==> src/rtl/pclk_pkg.sv <==
package pclk_pkg;
  localparam int SEL_W   = 2;
  localparam int DIV_W   = 3;
  localparam int RATIO_W = 2 * DIV_W;
  localparam int NSRC    = 1 << SEL_W;

  // stage divisor for a field value; 0 marks an illegal field
  function automatic logic [DIV_W-1:0] stage_div(input logic [DIV_W-1:0] f);
    return (f >= 3'd1 && f <= 3'd6) ? f : '0;
  endfunction

  function automatic logic field_ok(input logic [DIV_W-1:0] f);
    return stage_div(f) != '0;
  endfunction

  function automatic logic [RATIO_W-1:0] total_ratio(input logic [DIV_W-1:0] a,
                                                     input logic [DIV_W-1:0] b);
    return RATIO_W'(stage_div(a)) * RATIO_W'(stage_div(b));
  endfunction
endpackage

==> src/rtl/pclk_cfg_regs.sv <==
module pclk_cfg_regs
  import pclk_pkg::*;
#(
  parameter int AW        = 5,
  parameter int DW        = 32,
  parameter int SEL_ADDR  = 'h0,
  parameter int SEL_SHIFT = 0,
  parameter int D1_ADDR   = 'h4,
  parameter int D1_SHIFT  = 3,
  parameter int D2_ADDR   = 'h4,
  parameter int D2_SHIFT  = 0,
  parameter int GATE_ADDR = 'h14,
  parameter int GATE_BIT  = 2
) (
  input  logic             clk,
  input  logic             rst_n,
  input  logic             wr_en,
  input  logic [AW-1:0]    wr_addr,
  input  logic [DW-1:0]    wr_data,
  output logic [SEL_W-1:0] sel_f,
  output logic [DIV_W-1:0] d1_f,
  output logic [DIV_W-1:0] d2_f,
  output logic             dis_f
);
  logic hit_sel, hit_d1, hit_d2, hit_gate;

  assign hit_sel  = wr_en && (wr_addr == AW'(SEL_ADDR));
  assign hit_d1   = wr_en && (wr_addr == AW'(D1_ADDR));
  assign hit_d2   = wr_en && (wr_addr == AW'(D2_ADDR));
  assign hit_gate = wr_en && (wr_addr == AW'(GATE_ADDR));

  always_ff @(posedge clk or negedge rst_n) begin
    if (!rst_n) begin
      sel_f <= '0;
      d1_f  <= DIV_W'(1);
      d2_f  <= DIV_W'(1);
      dis_f <= 1'b0;
    end else begin
      if (hit_sel)  sel_f <= wr_data[SEL_SHIFT +: SEL_W];
      if (hit_d1)   d1_f  <= wr_data[D1_SHIFT +: DIV_W];
      if (hit_d2)   d2_f  <= wr_data[D2_SHIFT +: DIV_W];
      if (hit_gate) dis_f <= wr_data[GATE_BIT];
    end
  end
endmodule

==> src/rtl/pclk_div_stage.sv <==
module pclk_div_stage
  import pclk_pkg::*;
(
  input  logic             clk,
  input  logic             rst_n,
  input  logic             step,
  input  logic             clr,
  input  logic [DIV_W-1:0] div,
  output logic             tick,
  output logic             zero_next
);
  logic [DIV_W-1:0] cnt, cnt_nx;
  logic             wrap;

  always_comb begin
    wrap = step && (cnt == DIV_W'(div - DIV_W'(1)));
    if (clr)       cnt_nx = '0;
    else if (wrap) cnt_nx = '0;
    else if (step) cnt_nx = cnt + DIV_W'(1);
    else           cnt_nx = cnt;
  end

  assign tick      = wrap && !clr;
  assign zero_next = (cnt_nx == '0);

  always_ff @(posedge clk or negedge rst_n) begin
    if (!rst_n) cnt <= '0;
    else        cnt <= cnt_nx;
  end
endmodule

==> src/rtl/pclk_composite.sv <==
module pclk_composite
  import pclk_pkg::*;
#(
  parameter int AW        = 5,
  parameter int DW        = 32,
  parameter int SEL_ADDR  = 'h0,
  parameter int SEL_SHIFT = 0,
  parameter int D1_ADDR   = 'h4,
  parameter int D1_SHIFT  = 3,
  parameter int D2_ADDR   = 'h4,
  parameter int D2_SHIFT  = 0,
  parameter int GATE_ADDR = 'h14,
  parameter int GATE_BIT  = 2
) (
  input  logic               clk,
  input  logic               rst_n,
  input  logic [NSRC-1:0]    src_tick,
  input  logic               wr_en,
  input  logic [AW-1:0]      wr_addr,
  input  logic [DW-1:0]      wr_data,
  output logic               out_tick,
  output logic               div_err,
  output logic [RATIO_W-1:0] ratio_out
);
  logic [SEL_W-1:0] sel_f, act_sel;
  logic [DIV_W-1:0] d1_f, d2_f, act_d1, act_d2;
  logic             dis_f, gate_q, out_q;
  logic             err_act, src_pick, s1_tick, s2_tick, z1, z2, load_cfg;

  pclk_cfg_regs #(
    .AW(AW), .DW(DW), .SEL_ADDR(SEL_ADDR), .SEL_SHIFT(SEL_SHIFT),
    .D1_ADDR(D1_ADDR), .D1_SHIFT(D1_SHIFT), .D2_ADDR(D2_ADDR), .D2_SHIFT(D2_SHIFT),
    .GATE_ADDR(GATE_ADDR), .GATE_BIT(GATE_BIT)
  ) u_regs (
    .clk(clk), .rst_n(rst_n), .wr_en(wr_en), .wr_addr(wr_addr), .wr_data(wr_data),
    .sel_f(sel_f), .d1_f(d1_f), .d2_f(d2_f), .dis_f(dis_f)
  );

  assign err_act  = !field_ok(act_d1) || !field_ok(act_d2);
  assign src_pick = src_tick[act_sel];

  pclk_div_stage u_stage1 (
    .clk(clk), .rst_n(rst_n), .step(src_pick), .clr(err_act),
    .div(act_d1), .tick(s1_tick), .zero_next(z1)
  );

  pclk_div_stage u_stage2 (
    .clk(clk), .rst_n(rst_n), .step(s1_tick), .clr(err_act),
    .div(act_d2), .tick(s2_tick), .zero_next(z2)
  );

  // new settings only at a period start
  assign load_cfg = err_act || (z1 && z2);

  always_ff @(posedge clk or negedge rst_n) begin
    if (!rst_n) begin
      act_sel <= '0;
      act_d1  <= DIV_W'(1);
      act_d2  <= DIV_W'(1);
    end else if (load_cfg) begin
      act_sel <= sel_f;
      act_d1  <= d1_f;
      act_d2  <= d2_f;
    end
  end

  // gate retimed: it never moves while a pulse is due
  always_ff @(posedge clk or negedge rst_n) begin
    if (!rst_n) begin
      gate_q <= 1'b0;
      out_q  <= 1'b0;
    end else begin
      if (!s2_tick) gate_q <= dis_f;
      out_q <= s2_tick && !gate_q;
    end
  end

  assign out_tick  = out_q;
  assign div_err   = err_act;
  assign ratio_out = total_ratio(act_d1, act_d2);
endmodule

==> config.mk <==
export PLATFORM = sky130hd
export DESIGN_NAME = pclk_composite
export DESIGN_NICKNAME = d
export VERILOG_FILES = /design/src/rtl/pclk_pkg.sv /design/src/rtl/pclk_cfg_regs.sv /design/src/rtl/pclk_div_stage.sv /design/src/rtl/pclk_composite.sv
export SDC_FILE = /design/constraint.sdc
export NUM_CORES = 1
export LEC_CHECK = 0
export ABC_AREA = 1
export BUFFER_PORTS_ARGS = -buffer_cell sky130_fd_sc_hd__buf_2
export CAP_MARGIN = 10
export CORE_MARGIN = 3
export CORE_UTILIZATION = 58
export CTS_BUF_LIST = sky130_fd_sc_hd__clkbuf_8
export CTS_CLUSTER_DIAMETER = 30
export CTS_CLUSTER_SIZE = 25
export DETAILED_ROUTE_END_ITERATION = 8
export GPL_ROUTABILITY_DRIVEN = 1
export PLACE_DENSITY = 0.88
export REMOVE_ABC_BUFFERS = 1
export SETUP_SLACK_MARGIN = 0.4
export SYNTH_ARGS = -nofsm -noshare
export SYNTH_HDL_FRONTEND = slang
export SYNTH_HIERARCHICAL = 1
export SYNTH_SLANG_ARGS = --single-unit
==> constraint.sdc <==
create_clock -name clk -period 6.9 [get_ports clk]
set_input_delay 2.07 -clock clk [delete_from_list [all_inputs] [get_ports clk]]
set_output_delay 2.07 -clock clk [all_outputs]
set_load 0.005 [all_outputs]
==> impl_metrics.toml <==
[clock_network]
cts_buffers = 3
clock_sinks = 25
cts_resized = 0
path_clk_slew_ns = 0.09
cts_setup_buffers = 0
clk_latency_ns = 0.27
root_buffer = "clkbuf_8"
htree_num_levels = 1
cts.path.max_buffers = 2
ctsHoldBuffers = 0
cts_tree = "done"

[setup_path]
worstPathRequired_ns = 4.83
path_cells = "nand3_1, nand2_4, nor2_2, nand2_1, inv_1, fa_1, ha_1, inv_1, fa_1, xnor2_1, buf_2"
reg2reg_depth = 18
r2r_start = "act_d1[0]"
path_max_fanout = 7
worstSetupPathType = "flip-flop to primary output"
arrival_ns = 2.77
reg2reg_to = "act_sel[0]"
end_kind = "primary output"
critPathLaunchType = "flip-flop"
critPathSlowestCell = "dfstp_2"
rrSetupSlack_ns = 4.09
critical-path-max-stage-delay_ns = 0.62

[logic_synthesis]
postSynthCellCount = 239
synth-edff-count = 0
synthTopCellsByArea = "dfrtp_1 30%, nand2_1 15%, inv_1 9.6%"
synth_cell_types = 29
synth_area_um2 = 1760
async_flop_share_pct = 100
yosys_most_used_dff = "dfrtp_1"
synth_top_area_share_pct = 29.9
yosys.area.top_type = "dfrtp_1"
synth_seq_cells = 25
avgSynthCellArea_um2 = 7.34
yosys_warnings = 6
yosysSeqAreaShare_pct = 35.9

[floorplanning]
core_area_um2 = 2830
ios = 52
initial_core_util_pct = 62.1
die_area_um2 = 3720
die_x_um = 61.0
die_y_um = 61.0
rows = 19

[routing]
wl_mm = 3.12
wl_per_cell_um = 10.4
vias = 1515
route.detailed.drc = 0
vias_per_cell = 5.07
final_antenna_net_count = 0
dr.pass1.iters = 4
dr.first_iter.drc_count = 61

[grt]
grt_pass1_wl_mm = 5.77
antenna_found_initial = 0
grt.overflow.total = 0
grtUsageTotal_pct = 20.3
grt_max_degree = 26
grt_pass1_vias = 1454

[power]
power_leakage_nw = 1.13
ir_drop_mv = 0.218
p_sw_mw = 0.279
p_int_mw = 0.330
power.total_mw = 0.609
p_seq_share_pct = 36.5
swShare_pct = 45.8
comb_power_share_pct = 48.9
p_per_area_nw_per_um2 = 310
clockPowerShare_pct = 14.5

[timing]
final-hold-violation-count = 0
skew_ns = 0.00491
period_needed_ns = 4.84
tns_ns = 0
grt_setup_unrepaired = "false"
setup_ws_ns = 2.06
maxSlewViolCount = 0
whs_ns = 0.414
final-setup-viol-count = 0
relSlewSlack_pct = 65.9
max_freq_ghz = 0.207
tightestPinTransition_ns = 0.512
fin_crit_sh_pct = 70.1

[placed_design]
place.gp.congestion = 0.837
dp_slack_ns = 2.35
dpl.hpwl_mm = 2.53
port_buffers = 25

[cells_and_area]
n_fill_cell = 227
syn_to_final_growth_pct = 12.1
drive_gt1_share_pct = 21.6
seq_area_um2 = 631
finalNetCount = 324
multi_input_area_um2 = 952
num_antenna_cells = 0

[flow_run]
cap_viol_max_count = 0

[hold_path]
hold_class = "flip-flop to flip-flop"
min-delay-start = "gate_q"
min_to = "out_tick"
hold_depth = 1

[outcome]
status = "finished clean"
## metrics by stage
step / std cells / instance area [um^2] / utilization [%]
floorplan: 239 / 1760 / -
finish: 299 / 1970 / 69.6
global placement: 295 / 1920 / 67.8
CTS: 299 / 1970 / 69.6
detailed placement: 295 / 1920 / 67.8
global route: 299 / 1970 / 69.6
## registers in the layout, indices dropped and copies added (netlist names), 2 cells and up
signal        cells
u_stage2/cnt      3
act_d2            3
act_d1            3
act_sel           2
u_regs/sel_f      2
u_regs/d2_f       3
u_regs/d1_f       3
u_stage1/cnt      3
## worst max path at each step
stage,start,end,slack [ns],cells after the start
global route,act_d1[0],ratio_out[3],1.90,12
global placement,act_d2[0],ratio_out[4],2.40,11
floorplan,act_d2[0],ratio_out[4],2.58,10
finish,act_d2[0],ratio_out[4],2.06,11
CTS,act_d1[0],ratio_out[3],2.04,12
detailed placement,act_d1[0],ratio_out[3],2.35,12
## synthesized netlist by cell type (3+ instances only)
master,n
nand2_2,6
dfrtp_1,21
dfstp_2,4
nor2_2,8
nor2_1,18
inv_1,45
nand2_1,72
nand3_1,23
xnor2_1,3
ha_1,9
## critical path, delay by kind of cell (launching register included)
| family | cells | cell delay, ns |
|---|---|---|
| xor+xnor | 1 | 0.15 |
| fa+ha+maj | 3 | 1.03 |
| buf+inv | 3 | 0.23 |
| flops | 1 | 0.62 |
| simple gates | 4 | 0.46 |
## power groups by stage
stage               Clock (mW)  Combinational [mW]  Sequential, mW
floorplan                    0               0.243           0.213
global placement             0               0.289           0.223
detailed placement           0               0.298           0.225
CTS                     0.0901               0.300           0.223
global route            0.0962               0.342           0.229
finish                  0.0886               0.298           0.222
## cells in the final DEF, fill, tap and decap left out, types with 3 or more instances in the layout
master	count
xnor2_1	3
nor2_1	18
ha_1	9
nand2_2	6
dfrtp_1	21
nand3_1	23
nor2_2	8
buf_2	25
dfstp_2	4
nand2_1	72
inv_1	45
clkbuf_8	3
## cells by family after synthesis
group	after synthesis	synth area share [%]
flip-flops	25	35.9
XOR/XNOR	5	2.50
buffers and inverters	46	9.84
adder cells (fa/ha/maj)	11	8.70
AND/OR/NAND/NOR	140	38.4
AO/OA/AOI/OAI	12	4.63
## metal layers
layer | global-route usage [%] | routed length, um
met5 | 0 | 0
met4 | 10.2 | 73
met3 | 2.52 | 98
met2 | 34.4 | 1520
met1 | 25.8 | 1420
## final cells by class
type | instances | share of cell area (%)
flip-flops and latches | 25 | 32.0
clock buffers | 3 | 2.10
multi-input cells | 168 | 48.4
well taps | 31 | 1.97
clock inverters | 1 | 0.381
inverters | 46 | 8.77
repair buffers | 25 | 6.36
(Power assumes the default switching activity.)
